[src/rtl/sdclk_div_pkg.sv]
package sdclk_div_pkg;

  // Field layout of the control word (software visible, fixed).
  localparam int STOP_HI_BIT   = 9;
  localparam int STOP_CARD_BIT = 8;
  localparam int PRE_LSB       = 2;
  localparam int PRE_W         = 3;
  localparam int POST_LSB      = 0;
  localparam int POST_W        = 2;

  // Strobes from control to datapath.
  typedef struct packed {
    logic              runHi;
    logic              runCard;
    logic              load;
    logic [PRE_W-1:0]  newPre;
    logic [POST_W-1:0] newPost;
    logic              mute;
  } dpCmd_t;

  // Status from datapath back to control.
  typedef struct packed {
    logic              hiTick;
    logic              cardTick;
    logic [PRE_W-1:0]  actPre;
    logic [POST_W-1:0] actPost;
  } dpStat_t;

endpackage

[src/rtl/sdclk_div_ctrl.sv]
module sdclk_div_ctrl
  import sdclk_div_pkg::*;
#(
  parameter int DATA_W        = 32,
  parameter int MAX_PRE_CODE  = 4,
  parameter int MAX_POST_CODE = 1
) (
  input  logic              clk,
  input  logic              rst,
  input  logic              wrEn,
  input  logic [DATA_W-1:0] wrData,
  input  dpStat_t           stat,
  output dpCmd_t            cmd,
  output logic [DATA_W-1:0] rdData,
  output logic              cfgErr
);

  localparam logic [DATA_W-1:0] KEEP_MASK =
      (DATA_W'(1) << STOP_HI_BIT) | (DATA_W'(1) << STOP_CARD_BIT) |
      (DATA_W'((1 << PRE_W) - 1) << PRE_LSB) |
      (DATA_W'((1 << POST_W) - 1) << POST_LSB);
  localparam logic [DATA_W-1:0] RESET_WORD =
      (DATA_W'(1) << STOP_HI_BIT) | (DATA_W'(1) << STOP_CARD_BIT);

  logic [DATA_W-1:0] ctrlQ;
  logic [DATA_W-1:0] nextWord;
  logic [PRE_W-1:0]  curPre, nextPre;
  logic [POST_W-1:0] curPost, nextPost;
  logic              runHi, runCard;
  logic              nextLegal, differs, boundary;

  // Control word register
  always_ff @(posedge clk) begin
    if (rst)       ctrlQ <= RESET_WORD;
    else if (wrEn) ctrlQ <= wrData & KEEP_MASK;
  end

  assign nextWord = wrEn ? (wrData & KEEP_MASK) : ctrlQ;
  assign curPre   = ctrlQ[PRE_LSB +: PRE_W];
  assign curPost  = ctrlQ[POST_LSB +: POST_W];
  assign nextPre  = nextWord[PRE_LSB +: PRE_W];
  assign nextPost = nextWord[POST_LSB +: POST_W];

  // Stage run state follows the stored stop bits.
  assign runHi   = ~ctrlQ[STOP_HI_BIT];
  assign runCard = runHi & ~ctrlQ[STOP_CARD_BIT];

  // Legality of the stored and the incoming ratio codes
  assign cfgErr    = (int'(curPre) > MAX_PRE_CODE) || (int'(curPost) > MAX_POST_CODE);
  assign nextLegal = (int'(nextPre) <= MAX_PRE_CODE) && (int'(nextPost) <= MAX_POST_CODE);

  // A change waits for the boundary of the slowest running stage.
  assign differs  = (nextPre != stat.actPre) || (nextPost != stat.actPost);
  always_comb begin
    if (runCard)    boundary = stat.cardTick;
    else if (runHi) boundary = stat.hiTick;
    else            boundary = 1'b1;
  end

  always_comb begin
    cmd.runHi   = runHi;
    cmd.runCard = runCard;
    cmd.load    = nextLegal & differs & boundary;
    cmd.newPre  = nextPre;
    cmd.newPost = nextPost;
    cmd.mute    = cfgErr;
  end

  assign rdData = ctrlQ;

endmodule

[src/rtl/sdclk_div_datapath.sv]
module sdclk_div_datapath
  import sdclk_div_pkg::*;
#(
  parameter int MAX_PRE_CODE  = 4,
  parameter int MAX_POST_CODE = 1
) (
  input  logic    clk,
  input  logic    rst,
  input  dpCmd_t  cmd,
  output dpStat_t stat,
  output logic    hiEn,
  output logic    cardEn
);

  // Counter widths sized from the largest legal ratio of each stage
  localparam int CNT1_W = (MAX_PRE_CODE < 1) ? 1 : MAX_PRE_CODE;
  localparam int CNT2_W = MAX_POST_CODE + 1;

  logic [PRE_W-1:0]  actPre;
  logic [POST_W-1:0] actPost;
  logic [CNT1_W-1:0] cnt1, lim1;
  logic [CNT2_W-1:0] cnt2, lim2;
  logic              hiTick, cardTick;

  assign lim1 = CNT1_W'((32'd1 << actPre) - 32'd1);
  assign lim2 = CNT2_W'((32'd2 << actPost) - 32'd1);

  assign hiTick   = cmd.runHi & (cnt1 == lim1);
  assign cardTick = hiTick & cmd.runCard & (cnt2 == lim2);

  // Active ratio codes, reloaded only on the control's load strobe
  always_ff @(posedge clk) begin
    if (rst) begin
      actPre  <= '0;
      actPost <= '0;
    end else if (cmd.load) begin
      actPre  <= cmd.newPre;
      actPost <= cmd.newPost;
    end
  end

  // First stage: source cycles within one intermediate period
  always_ff @(posedge clk) begin
    if (rst || !cmd.runHi || hiTick) cnt1 <= '0;
    else                             cnt1 <= cnt1 + 1'b1;
  end

  // Second stage: intermediate periods within one card period
  always_ff @(posedge clk) begin
    if (rst || !cmd.runCard) cnt2 <= '0;
    else if (hiTick)         cnt2 <= cardTick ? '0 : cnt2 + 1'b1;
  end

  assign hiEn   = hiTick & ~cmd.mute;
  assign cardEn = cardTick & ~cmd.mute;

  always_comb begin
    stat.hiTick   = hiTick;
    stat.cardTick = cardTick;
    stat.actPre   = actPre;
    stat.actPost  = actPost;
  end

endmodule

[src/rtl/sdclk_div.sv]
module sdclk_div
  import sdclk_div_pkg::*;
#(
  parameter int DATA_W        = 32,
  parameter int MAX_PRE_CODE  = 4,
  parameter int MAX_POST_CODE = 1
) (
  input  logic              clk,
  input  logic              rst,
  input  logic              wrEn,
  input  logic [DATA_W-1:0] wrData,
  output logic [DATA_W-1:0] rdData,
  output logic              hiEn,
  output logic              cardEn,
  output logic              cfgErr
);

  dpCmd_t  cmd;
  dpStat_t stat;

  sdclk_div_ctrl #(
    .DATA_W(DATA_W), .MAX_PRE_CODE(MAX_PRE_CODE), .MAX_POST_CODE(MAX_POST_CODE)
  ) ctrl_i (
    .clk(clk), .rst(rst), .wrEn(wrEn), .wrData(wrData),
    .stat(stat), .cmd(cmd), .rdData(rdData), .cfgErr(cfgErr)
  );

  sdclk_div_datapath #(
    .MAX_PRE_CODE(MAX_PRE_CODE), .MAX_POST_CODE(MAX_POST_CODE)
  ) dp_i (
    .clk(clk), .rst(rst), .cmd(cmd), .stat(stat),
    .hiEn(hiEn), .cardEn(cardEn)
  );

endmodule

[config.mk]
export PLATFORM = sky130hd
export DESIGN_NAME = sdclk_div
export DESIGN_NICKNAME = d
export VERILOG_FILES = /design/src/rtl/sdclk_div_pkg.sv /design/src/rtl/sdclk_div_ctrl.sv /design/src/rtl/sdclk_div_datapath.sv /design/src/rtl/sdclk_div.sv
export SDC_FILE = /design/constraint.sdc
export NUM_CORES = 1
export LEC_CHECK = 0
export ABC_AREA = 1
export CAP_MARGIN = 5
export CORE_MARGIN = 2
export CORE_UTILIZATION = 39
export DETAILED_ROUTE_END_ITERATION = 10
export MAX_ROUTING_LAYER = met4
export PLACE_DENSITY_LB_ADDON = 0.3
export SYNTH_ARGS = -nofsm -noshare
export SYNTH_HDL_FRONTEND = slang
export SYNTH_SLANG_ARGS = --single-unit
export TNS_END_PERCENT = 30
[constraint.sdc]
create_clock -name clk -period 1.55 [get_ports clk]
set_input_delay 0.155 -clock clk [delete_from_list [all_inputs] [get_ports clk]]
set_output_delay 0.155 -clock clk [all_outputs]
set_load 0.03 [all_outputs]
==> flow_summary.rst <==
.. list-table::
   :header-rows: 1

   * - Metric
     - Value
   * - Status
     - finished with violations
   * - Failing checks
     - negative setup slack
   * - Core Region
     - between 3000 and 4000 µm²
   * - Later-pin clock latency in the skew report
     - between 200 and 300 ps
   * - Register-to-register setup slack
     - 130 ps
   * - Main area contributors after synthesis
     - sky130_fd_sc_hd__dfxtp_1 28%, sky130_fd_sc_hd__buf_4 15%, sky130_fd_sc_hd__nand2_1 11%
   * - Endpoint required time on the critical path
     - 1390 ps
   * - Total negative slack for setup checks
     - -218 ps
   * - Final routed DRC violation total
     - 0
   * - Setup WS post-layout
     - -112 ps
   * - Die footprint
     - roughly 3700 µm²
   * - Internal power of the cells
     - around 0.8 mW
   * - Maxcap violations
     - 0
   * - Setup-failing EPs final
     - 2
   * - Diodes inserted
     - 0
   * - Critical Path Fanout Max
     - 7
   * - Clk network pwr share
     - 0.219
   * - Adder-cell share of the synthesized area
     - 0.00980
   * - Pins over their slew limit
     - 0
   * - Hold buffer count at CTS
     - 0
   * - Largest incremental delay on the critical path
     - around 370 ps
   * - Area added between synthesis and finish
     - 22.6%
   * - CTS HTree Levels
     - 1
   * - Post-CTS clock slew at the launch and capture registers of the worst setup and hold paths
     - 110 ps
   * - YS warnings
     - 0
   * - Unrepaired setup endpoints after global routing
     - true
   * - Die W
     - ~61 µm
   * - Register area share after synthesis
     - 0.282
   * - Cell type with the highest aggregate area in the netlist
     - sky130_fd_sc_hd__dfxtp_1
   * - Crit end category
     - primary output
   * - Count of port buffers added during placement
     - 19
   * - Number of instances in the synthesized netlist
     - ~190
   * - Starting density of the core
     - 0.415
   * - Avg Inst Size Synth
     - about 6.8 µm²
   * - Crit-path leading delay family
     - simple AND/OR/NAND/NOR gates
   * - Number of detailed-routing iterations run before antenna repair
     - 4
   * - Final period utilization
     - 1.07
   * - Summed instance area of the synthesized netlist
     - 1280 µm²
   * - Core utilization of the finished layout
     - 0.509
   * - Fraction of the mapped netlist area in simple logic gates
     - 0.370
   * - Global placer's final weighted congestion
     - approximately 0.77
   * - CP Data Arrival Time
     - around 1500 ps
   * - Power density cells
     - about 850 nW/µm²
   * - GRT overflow
     - 0
   * - Worst hold path class
     - input port to register
   * - Clock tree from TritonCTS
     - built
   * - Clock buffers created by TritonCTS
     - 3
   * - Most prevalent standard cell on the critical path
     - sky130_fd_sc_hd__nand2_1
   * - Worst setup path category
     - register to primary output
   * - Switching Fraction
     - 0.387
   * - DR vias
     - 1107
   * - Xor/xnor share of the synthesized area
     - 0.0206
   * - Mean number of vias per cell
     - 4.19
   * - DP HPWL
     - roughly 1.9 mm
   * - CTS root buffer
     - sky130_fd_sc_hd__clkbuf_4
   * - Standard-cell rows
     - 20
   * - Fmax
     - 0.602 GHz
   * - Layout filler cell count
     - approximately 320
   * - Post-Route Skew
     - 1.33 ps
   * - Wire per inst
     - slightly below 9 µm
   * - VDD IR max
     - roughly 410 µV
   * - Combinational share of power
     - 0.393
   * - Final count of hold timing violations
     - 0
   * - Crit path buffers/inverters
     - 2
   * - Proportion of netlist area held by the largest area contributor
     - 0.282
   * - Number of global-route vias before repair
     - ~900
   * - Synthesized-area fraction occupied by ao, oa, aoi and oai cells
     - 0.0676
   * - Worst Hold Margin
     - 451 ps
   * - Ordered cell list for the critical path
     - inv_4 > nand2_1 > nand2_1 > nand3_1 > nor2_4 > nand3_4 > nor3_4 > buf_6
   * - Pin count of the biggest net entering global routing
     - 14
   * - Number of distinct standard cells referenced by the synthesized netlist
     - 29
   * - Longest Clk Path Bufs
     - 2
   * - Fraction of layout cells with a size suffix above 1
     - 0.205
   * - Post-route ant nets
     - 0
   * - Initial antenna violation count
     - 0
   * - Top-level I/O count
     - 70
   * - Critical path's slowest cell
     - sky130_fd_sc_hd__dfxtp_2
   * - Period minus WS final
     - between 1500 and 2000 ps
   * - Reg power frac
     - 0.388
   * - Main combinational cell family by area after synthesis
     - simple AND/OR/NAND/NOR gates
   * - Detailed Route WL
     - ~2.4 mm
   * - Multiplexer share of the synthesized area
     - 0
   * - Number of clock sinks
     - 18
   * - Number of nets in the final layout
     - 257
   * - Initial drt markers
     - 29
   * - Wire length of the first global-routing pass
     - ~3.7 mm
   * - CP Launch Type
     - register
   * - Switching Power
     - 0.518 mW
   * - Overall die height
     - 61.2 µm
   * - Overall track demand over capacity in global routing
     - 0.139
   * - Seq cells post-synth
     - 18
   * - Leakage dissipation
     - 0.798 nW
[cell families after synthesis]
logic type,Yosys count
fa+ha+maj,1
xor+xnor,3
other cells,1
buf+inv,57
simple gates,93
flops,18
compound gates,16
[timing repair]
item                                   CTS  global route
setup endpoints to repair                2             6
setup buffers                            0             0
gates resized for setup                  7             3
endpoints found under the hold margin    0             0
[Yosys cell counts]
cell type	n
sky130_fd_sc_hd__o211ai_1	1
sky130_fd_sc_hd__inv_2	5
sky130_fd_sc_hd__or2_1	1
sky130_fd_sc_hd__conb_1	1
sky130_fd_sc_hd__nand2_1	38
sky130_fd_sc_hd__nand2_2	8
sky130_fd_sc_hd__xnor2_1	2
sky130_fd_sc_hd__xor2_1	1
sky130_fd_sc_hd__o21ai_0	5
sky130_fd_sc_hd__o21ai_1	3
sky130_fd_sc_hd__dfxtp_1	18
sky130_fd_sc_hd__ha_1	1
sky130_fd_sc_hd__nor3_1	1
sky130_fd_sc_hd__nand3_4	1
sky130_fd_sc_hd__o21ai_2	1
sky130_fd_sc_hd__buf_6	1
sky130_fd_sc_hd__nand4_1	5
sky130_fd_sc_hd__nor2_1	16
sky130_fd_sc_hd__nor2_2	3
sky130_fd_sc_hd__nor2_8	1
sky130_fd_sc_hd__a21oi_1	6
sky130_fd_sc_hd__or2_2	1
sky130_fd_sc_hd__nand3_1	15
sky130_fd_sc_hd__clkbuf_1	1
sky130_fd_sc_hd__inv_1	25
sky130_fd_sc_hd__nand2_4	1
sky130_fd_sc_hd__buf_4	25
sky130_fd_sc_hd__nand2_8	1
sky130_fd_sc_hd__nand3b_1	1
[final cells by class]
class	count	area [µm²]	area share
clock buffers	4	36.3	0.0232
inverters	30	115	0.0735
multi-input cells	138	722	0.461
flip-flops and latches	18	362	0.231
well taps	44	55.1	0.0352
repair buffers	30	275	0.176
[flip-flops by register name, indices dropped and copies added, names as in the netlist]
name	cells
ctrl_i.rdData	7
dp_i.actPost	2
dp_i.actPre	3
dp_i.cnt1	4
dp_i.cnt2	2
[worst min-delay path, cell delays in order]
cell	delay (ps)
sky130_fd_sc_hd__clkdlybuf4s50_1	450
sky130_fd_sc_hd__a21oi_1	50
sky130_fd_sc_hd__o21ai_0	60
[through the flow]
step | cell area, µm² | worst slack (ps) | total power, mW | std cells
after floorplan | 1380 | -6.53 | 0.949 | 213
after global placement | 1500 | -189 | 1.03 | 260
after detailed placement | 1500 | -191 | 1.03 | 260
after CTS | 1550 | -166 | 1.34 | 264
after global routing | 1570 | -245 | 1.42 | 264
final | 1570 | -112 | 1.34 | 264
[power groups by stage]
stage / Clock [mW] / Combinational [mW] / Sequential (mW)
final: 0.293 / 0.525 / 0.519
after global routing: 0.317 / 0.582 / 0.523
after CTS: 0.307 / 0.514 / 0.520
after detailed placement: 0 / 0.505 / 0.528
after global placement: 0 / 0.501 / 0.528
after floorplan: 0 / 0.401 / 0.549
[metal layers]
layer  up-vias  share of wire  track usage  routed length, µm
met1       470           0.49        0.179               1160
li1        601              -            -                  -
met2        34           0.44        0.211               1040
met3         2          0.056       0.0210                132
met5         -              0            -                  0
met4         0         0.0081       0.0652                 19
[worst paths after layout]
path,start,endpoint,depth (start not counted)
setup / recovery,dp_i.actPre[2],cardEn,8
setup reg to reg,dp_i.actPre[2],dp_i.actPre[0],11
hold reg to reg,ctrl_i.rdData[8],ctrl_i.rdData[8],2
hold / removal,wrData[9],ctrl_i.rdData[9],3
[cell usage in the layout (no fill, tap or decap)]
master	Yosys	routed
sky130_fd_sc_hd__nand2_1	38	38
sky130_fd_sc_hd__nor2_1	16	15
sky130_fd_sc_hd__nand2_8	1	1
sky130_fd_sc_hd__nor2_4	0	1
sky130_fd_sc_hd__a21oi_1	6	6
sky130_fd_sc_hd__xor2_1	1	1
sky130_fd_sc_hd__inv_4	0	1
sky130_fd_sc_hd__o21ai_1	3	3
sky130_fd_sc_hd__inv_1	25	24
sky130_fd_sc_hd__or2_2	1	1
sky130_fd_sc_hd__nor2_2	3	3
sky130_fd_sc_hd__inv_2	5	5
sky130_fd_sc_hd__dlymetal6s2s_1	0	1
sky130_fd_sc_hd__o21ai_0	5	5
sky130_fd_sc_hd__buf_6	1	2
sky130_fd_sc_hd__nand2_4	1	1
sky130_fd_sc_hd__nor2_8	1	1
sky130_fd_sc_hd__nand3_1	15	14
sky130_fd_sc_hd__o211ai_1	1	1
sky130_fd_sc_hd__clkbuf_4	0	3
sky130_fd_sc_hd__nand2_2	8	8
sky130_fd_sc_hd__nor3_4	0	1
sky130_fd_sc_hd__nand4_1	5	5
sky130_fd_sc_hd__o21ai_2	1	1
sky130_fd_sc_hd__conb_1	1	25
sky130_fd_sc_hd__nand3_4	1	2
sky130_fd_sc_hd__clkbuf_8	0	1
sky130_fd_sc_hd__clkdlybuf4s50_1	0	15
sky130_fd_sc_hd__or2_1	1	1
sky130_fd_sc_hd__dfxtp_1	18	17
sky130_fd_sc_hd__ha_1	1	1
sky130_fd_sc_hd__nand3b_1	1	1
sky130_fd_sc_hd__buf_4	25	12
sky130_fd_sc_hd__dfxtp_2	0	1
sky130_fd_sc_hd__xnor2_1	2	2
Power figures use the tool's default switching activity.
